### src/rtl/cur_pkg.sv
package cur_pkg;
  parameter int OFS_MISC   = 'h818;
  parameter int OFS_POS    = 'h8FC;
  parameter int OFS_MASK   = 'h900;
  parameter int OFS_IMG    = 'h980;
  parameter int MISC_FORCE = 25;
  parameter logic [15:0] OFF_SCREEN = 16'hF000;

  typedef struct packed {
    logic [15:0] x;
    logic [15:0] y;
  } cur_pos_t;
endpackage

### src/rtl/cur_regs.sv
module cur_regs
  import cur_pkg::*;
#(
  parameter int ROWS   = 32,
  parameter int DATA_W = 32,
  parameter int ADDR_W = 12,
  localparam int RW    = $clog2(ROWS)
) (
  input  logic              clk_i,
  input  logic              rst_ni,
  input  logic              we_i,
  input  logic [ADDR_W-1:0] addr_i,
  input  logic [DATA_W-1:0] wdata_i,
  input  logic [RW-1:0]     row_sel_i,
  output cur_pos_t          pos_o,
  output logic [DATA_W-1:0] mask_row_o,
  output logic [DATA_W-1:0] img_row_o,
  output logic [DATA_W-1:0] rdata_o
);
  localparam logic [ADDR_W:0] MASK_LO = (ADDR_W+1)'(OFS_MASK);
  localparam logic [ADDR_W:0] MASK_HI = (ADDR_W+1)'(OFS_MASK + ROWS*4);
  localparam logic [ADDR_W:0] IMG_LO  = (ADDR_W+1)'(OFS_IMG);
  localparam logic [ADDR_W:0] IMG_HI  = (ADDR_W+1)'(OFS_IMG + ROWS*4);

  logic [ADDR_W:0] a_ext;
  logic            mask_hit, img_hit, pos_hit, misc_hit;
  logic [RW-1:0]   widx;
  logic [DATA_W-1:0] misc_q;
  cur_pos_t        pos_q;
  logic [DATA_W-1:0] mask_all [ROWS];
  logic [DATA_W-1:0] img_all  [ROWS];

  assign a_ext    = {1'b0, addr_i};
  assign mask_hit = (a_ext >= MASK_LO) && (a_ext < MASK_HI);
  assign img_hit  = (a_ext >= IMG_LO) && (a_ext < IMG_HI);
  assign pos_hit  = (addr_i == ADDR_W'(OFS_POS));
  assign misc_hit = (addr_i == ADDR_W'(OFS_MISC));
  // region bases are aligned to ROWS*4, so the row index is a plain slice
  assign widx     = addr_i[RW+1:2];

  for (genvar r = 0; r < ROWS; r++) begin : g_row
    logic [DATA_W-1:0] m_q, i_q;
    always_ff @(posedge clk_i or negedge rst_ni) begin
      if (!rst_ni) begin
        m_q <= '0;
        i_q <= '0;
      end else if (we_i && (widx == RW'(r))) begin
        if (mask_hit) m_q <= wdata_i;
        if (img_hit)  i_q <= wdata_i;
      end
    end
    assign mask_all[r] = m_q;
    assign img_all[r]  = i_q;
  end

  always_ff @(posedge clk_i or negedge rst_ni) begin
    if (!rst_ni) begin
      pos_q.x <= OFF_SCREEN;
      pos_q.y <= OFF_SCREEN;
      misc_q  <= '0;
    end else if (we_i) begin
      if (pos_hit) begin
        pos_q.x <= wdata_i[31:16];
        pos_q.y <= wdata_i[15:0];
      end
      if (misc_hit) misc_q <= wdata_i;
    end
  end

  always_comb begin
    rdata_o = '0;
    if (misc_hit) begin
      rdata_o = misc_q;
      rdata_o[MISC_FORCE] = 1'b1;
    end
  end

  assign pos_o      = pos_q;
  assign mask_row_o = mask_all[row_sel_i];
  assign img_row_o  = img_all[row_sel_i];
endmodule

### src/rtl/cur_pick.sv
module cur_pick
  import cur_pkg::*;
#(
  parameter int ROWS     = 32,
  parameter int DATA_W   = 32,
  parameter int COLOR_W  = 24,
  parameter int SCREEN_W = 1024,
  parameter int SCREEN_H = 768,
  localparam int RW      = $clog2(ROWS),
  localparam int CBW     = $clog2(DATA_W)
) (
  input  cur_pos_t           pos_i,
  input  logic [15:0]        x_i,
  input  logic [15:0]        y_i,
  input  logic [COLOR_W-1:0] pix_i,
  input  logic [COLOR_W-1:0] col0_i,
  input  logic [COLOR_W-1:0] col1_i,
  input  logic [DATA_W-1:0]  mask_row_i,
  input  logic [DATA_W-1:0]  img_row_i,
  output logic [RW-1:0]      row_o,
  output logic [COLOR_W-1:0] color_o
);
  localparam logic [16:0] W_LIM = 17'(SCREEN_W);
  localparam logic [16:0] H_LIM = 17'(SCREEN_H);

  logic [16:0]    dx, dy;
  logic           in_x, in_y, on_scr, bit_m, bit_i;
  logic [CBW-1:0] bsel;

  // 17-bit difference: the sign bit rejects pixels left of / above the cursor
  assign dx   = {1'b0, x_i} - {1'b0, pos_i.x};
  assign dy   = {1'b0, y_i} - {1'b0, pos_i.y};
  assign in_x = !dx[16] && (dx[15:0] < 16'(DATA_W));
  assign in_y = !dy[16] && (dy[15:0] < 16'(ROWS));
  assign on_scr = ({1'b0, pos_i.x} < W_LIM) && ({1'b0, x_i} < W_LIM) &&
                  ({1'b0, y_i} < H_LIM);

  assign row_o = dy[RW-1:0];
  assign bsel  = CBW'(DATA_W - 1) - dx[CBW-1:0];
  assign bit_m = mask_row_i[bsel];
  assign bit_i = img_row_i[bsel];

  always_comb begin
    color_o = pix_i;
    if (on_scr && in_x && in_y && bit_m) color_o = bit_i ? col1_i : col0_i;
  end
endmodule

### src/rtl/cur_overlay.sv
module cur_overlay
  import cur_pkg::*;
#(
  parameter int ROWS     = 32,
  parameter int DATA_W   = 32,
  parameter int ADDR_W   = 12,
  parameter int COLOR_W  = 24,
  parameter int SCREEN_W = 1024,
  parameter int SCREEN_H = 768
) (
  input  logic               clk_i,
  input  logic               rst_ni,
  input  logic               reg_we_i,
  input  logic [ADDR_W-1:0]  reg_addr_i,
  input  logic [DATA_W-1:0]  reg_wdata_i,
  output logic [DATA_W-1:0]  reg_rdata_o,
  input  logic               pix_valid_i,
  input  logic [15:0]        pix_x_i,
  input  logic [15:0]        pix_y_i,
  input  logic [COLOR_W-1:0] pix_color_i,
  input  logic [COLOR_W-1:0] cur_col0_i,
  input  logic [COLOR_W-1:0] cur_col1_i,
  output logic               pix_valid_o,
  output logic [COLOR_W-1:0] pix_color_o
);
  localparam int RW = $clog2(ROWS);

  cur_pos_t           pos;
  logic [RW-1:0]      row;
  logic [DATA_W-1:0]  mask_row, img_row;
  logic [COLOR_W-1:0] color_d;

  cur_regs #(.ROWS(ROWS), .DATA_W(DATA_W), .ADDR_W(ADDR_W)) u_regs (
    .clk_i      (clk_i),
    .rst_ni     (rst_ni),
    .we_i       (reg_we_i),
    .addr_i     (reg_addr_i),
    .wdata_i    (reg_wdata_i),
    .row_sel_i  (row),
    .pos_o      (pos),
    .mask_row_o (mask_row),
    .img_row_o  (img_row),
    .rdata_o    (reg_rdata_o)
  );

  cur_pick #(
    .ROWS(ROWS), .DATA_W(DATA_W), .COLOR_W(COLOR_W),
    .SCREEN_W(SCREEN_W), .SCREEN_H(SCREEN_H)
  ) u_pick (
    .pos_i      (pos),
    .x_i        (pix_x_i),
    .y_i        (pix_y_i),
    .pix_i      (pix_color_i),
    .col0_i     (cur_col0_i),
    .col1_i     (cur_col1_i),
    .mask_row_i (mask_row),
    .img_row_i  (img_row),
    .row_o      (row),
    .color_o    (color_d)
  );

  always_ff @(posedge clk_i or negedge rst_ni) begin
    if (!rst_ni) begin
      pix_valid_o <= 1'b0;
      pix_color_o <= '0;
    end else begin
      pix_valid_o <= pix_valid_i;
      pix_color_o <= color_d;
    end
  end
endmodule

### config.mk
export PLATFORM = sky130hd
export DESIGN_NAME = cur_overlay
export DESIGN_NICKNAME = d
export VERILOG_FILES = /design/src/rtl/cur_pkg.sv /design/src/rtl/cur_regs.sv /design/src/rtl/cur_pick.sv /design/src/rtl/cur_overlay.sv
export SDC_FILE = /design/constraint.sdc
export NUM_CORES = 2
export LEC_CHECK = 0
export BUFFER_PORTS_ARGS = -buffer_cell sky130_fd_sc_hd__buf_4
export CORE_MARGIN = 3
export CORE_UTILIZATION = 50
export DETAILED_ROUTE_END_ITERATION = 10
export HOLD_SLACK_MARGIN = 0.03
export PLACE_DENSITY_LB_ADDON = 0.05
export SLEW_MARGIN = 40
export SYNTH_ARGS = -nofsm -noshare
export SYNTH_HDL_FRONTEND = slang
export SYNTH_SLANG_ARGS = --single-unit
### constraint.sdc
create_clock -name clk_i -period 6 [get_ports clk_i]
set_clock_uncertainty 0.1 [all_clocks]
set_input_delay 0.6 -clock clk_i [delete_from_list [all_inputs] [get_ports clk_i]]
set_output_delay 0.6 -clock clk_i [all_outputs]
set_load 0.01 [all_outputs]
==> key figures <==
Routing
  • Post-Route WL: 291000 um
  • DRC: 0
  • Vias: about 59000
  • First DRT Iteration DRCs: 4681
  • Drt via density: roughly 6.2
  • Final ANT Viol Nets: 0
  • Pre-Repair DR Iteration Count: 6
  • Wire length per cell: 30.5 um

Synthesis
  • Primary FF master, synth: dfrtp_1
  • Synth area leaders: dfrtp_1, mux2_2, mux4_2
  • Synth Instances: 6572
  • Yosys cell types: ~80
  • Post-synth EDFFs: 0
  • Seq cells post-synth: around 2100
  • Count leader, synth: dfrtp_1
  • Cell area after synthesis: 99400 um2
  • Top cell type's share of synthesized area: between 50 and 60%
  • Synthesized area per cell: 15.1 um2
  • Synth async-reset ratio: 100%
  • Synth top cells by count: dfrtp_1, mux2_2, mux4_2, clkbuf_1, nand2_1
  • Yosys warnings: 0
  • Sequential share of the synthesized area: between 50% and 60%
  • Synth area leader: dfrtp_1
  • Mapped Nets: approximately 6800

CTS
  • Sink Count: 2136
  • CTS tree: done
  • Number of buffers created by CTS: roughly 220
  • Worst skew pair latency: between 0.8 and 0.9 ns
  • Clock slew at reported path FFs: 0.06 ns
  • CTS Root Cell: clkbuf_16
  • CTS H-tree lvls: 4
  • Clock Tree Buf Depth: 3

STA
  • Tcrit/Tclk final: about 98%
  • Setup TNS: 0 ns
  • # setup viols final: 0
  • Hold Fails Final Rpt: 0
  • RSZ-0062 raised after global routing: false
  • Final min period: slightly below 6 ns
  • Hold slack: between 0.1 and 0.15 ns
  • Max_slew headroom: ~41%
  • Max frequency: around 170 MHz
  • Least-Margin Pin Slew: 0.876 ns
  • Slew Limit Fails: 0

Power
  • Leak: approximately 55 nW
  • Final Total Pwr: slightly above 30 mW
  • Worst VDD drop: approximately 300 uV
  • Power per Cell Area: between 200 and 300 nW/um2

Global routing
  • Total congestion overflow: 0
  • GRT Total Usage: ~29%
  • Global-route wire length before repair: around 430000 um
  • Number of global-route vias before repair: 61304
  • Largest net degree at the start of global routing: 148
  • Initial antenna violation count: 18

Placement
  • HPWL Detailed: between 150000 and 200000 um
  • Placer Congestion: 0.854
  • Placement Cell Area: ~100000 um2
  • Number of I/O port buffers: around 210

Floorplan
  • Die Y: 452 um
  • Die footprint: roughly 200000 um2
  • Chip Width: approximately 450 um
  • Initial core utilization: ~50%
  • Std-Cell Rows: 163
  • Total I/O pin count: between 200 and 250
  • Core ar.: slightly below 200000 um2

Worst setup path
  • Crit Path Class: reg2reg
  • CP Data Required Time: 6.62 ns
  • Reg2reg start: u_regs.pos_o[0]
  • Critical path arrival: between 6 and 7 ns
  • Nature of the critical path startpoint: register
  • CP endpoint kind: register
  • Setup crit start: u_regs.pos_o[0]
  • CP max FO: 27

Min path
  • Hold Path Origin: reg_wdata_i[5]
  • Type of the worst min-delay path: in2reg

Flow run
  • Max cap viols: 0

Finish
  • NumNets Final: 6888
  • Area growth syn-to-layout: 13.7%
  • Fin area: 113000 um2
  • Fraction of layout cells with a size suffix above 1: a little over half

Status
  • Status: completed
[metrics by stage]
step	cells	util, %	worst slack [ns]
after global routing	9526	57.2	0.0254
after CTS	9515	57.1	0.00811
final	9538	57.2	0.102
after detailed placement	9061	53.1	0.164
after global placement	9040	52.8	0.141
after floorplan	6572	-	1.08
[area by class of cell]
type | instances | area (um2)
antenna | 17 | 42.5
clock buffer | 347 | 6700
clock inverter | 56 | 609
fill | 15765 | 84500
inverter | 51 | 191
multi-input combinational | 3744 | 43200
sequential | 2136 | 53500
tap | 2640 | 3300
timing repair buffer | 547 | 5410
[layer usage]
metal  routed length [um]  share of wire, %  track usage [%]  vias up
met4                 7340               2.5             7.43        0
li1                     -                 -                -    24558
met1               135000                46             43.3    32682
met5                    0                 0                0        -
met2               131000                45             43.3     1577
met3                17100               5.9             4.52      391
[critical path: stages (launching register included)]
cell	delay, ns
dfrtp_1	0.40
ha_4	0.18
fa_4	0.93
buf_12	0.28
buf_6	0.29
buf_4	0.25
mux4_2	0.21
nor2_1	0.04
o2111ai_1	0.36
o31ai_1	0.17
a41oi_1	0.38
o211ai_1	0.19
o32ai_2	0.37
a2bb2oi_4	0.11
buf_12	0.17
mux2_1	0.37
mux2_4	0.26
dlygate4sd3_1	0.56
[kinds of logic after synthesis]
logic type	count (synthesis)	share of synthesized area, %
mux	2752	37.3
flops	2136	53.8
buf+inv	692	3.17
simple gates	683	3.15
compound gates	262	1.93
fa+ha+maj	34	0.443
xor+xnor	13	0.160
[power by group]
part	internal, mW	switching [mW]
Clock	8.09	5.78
Combinational	0.858	1.53
Sequential	14.6	0.102
[layout by cell type, fill, tap and decap left out, types with 12 or more instances in the layout]
cell type | Yosys | layout
clkinv_2 | 0 | 37
nand2b_1 | 12 | 12
and3_1 | 17 | 17
nand3_1 | 64 | 63
a31oi_1 | 18 | 18
nand2_2 | 1 | 30
dlygate4sd3_1 | 0 | 51
a211oi_1 | 21 | 20
nor4_1 | 24 | 20
buf_12 | 3 | 54
mux2i_1 | 77 | 76
buf_4 | 57 | 395
dfrtp_1 | 2128 | 2128
mux2_2 | 2097 | 2097
nor2_4 | 0 | 32
mux4_1 | 12 | 12
inv_1 | 51 | 51
mux2_4 | 30 | 30
nor2_1 | 108 | 74
and2_1 | 37 | 36
a311oi_1 | 12 | 12
o21ai_0 | 52 | 52
clkbuf_1 | 379 | 63
nor2b_1 | 19 | 19
a21oi_1 | 32 | 32
clkbuf_16 | 0 | 228
mux4_2 | 526 | 526
clkbuf_8 | 0 | 57
buf_6 | 26 | 26
diode_2 | 0 | 17
ha_1 | 32 | 30
nor3_1 | 20 | 19
nand2_1 | 319 | 288
o2111ai_1 | 15 | 14
nand4_1 | 34 | 34
buf_16 | 0 | 19
[sequential cells by signal (all words and copies together), names as in the netlist]
register and count:
u_regs.g_row.i_q 1024, u_regs.pos_o 32, pix_valid_o 1, u_regs.misc_q 31, u_regs.g_row.m_q 1024, pix_color_o 24
[worst paths after layout]
kind | endpoint | slack, ns | depth (start not counted)
setup / recovery | pix_color_o[11] | 0.10 | 17
hold / removal | u_regs.pos_o[5] | 0.12 | 3
setup reg to reg | pix_color_o[11] | 0.10 | 17
hold reg to reg | u_regs.misc_q[30] | 0.39 | 1
max in group asynchronous | u_regs.g_row[25].m_q[25] | 3.84 | 5
min in group asynchronous | u_regs.g_row[16].i_q[3] | 0.16 | 2
[what timing repair did]
action                     4_1_cts  5_1_grt
resized for setup                0        3
hold buffers                    51        0
hold endpoints to repair       117        0
buffers inserted                 0        3
setup endpoints to repair        0       23
Note: power is estimated with default switching activity, not from simulation.
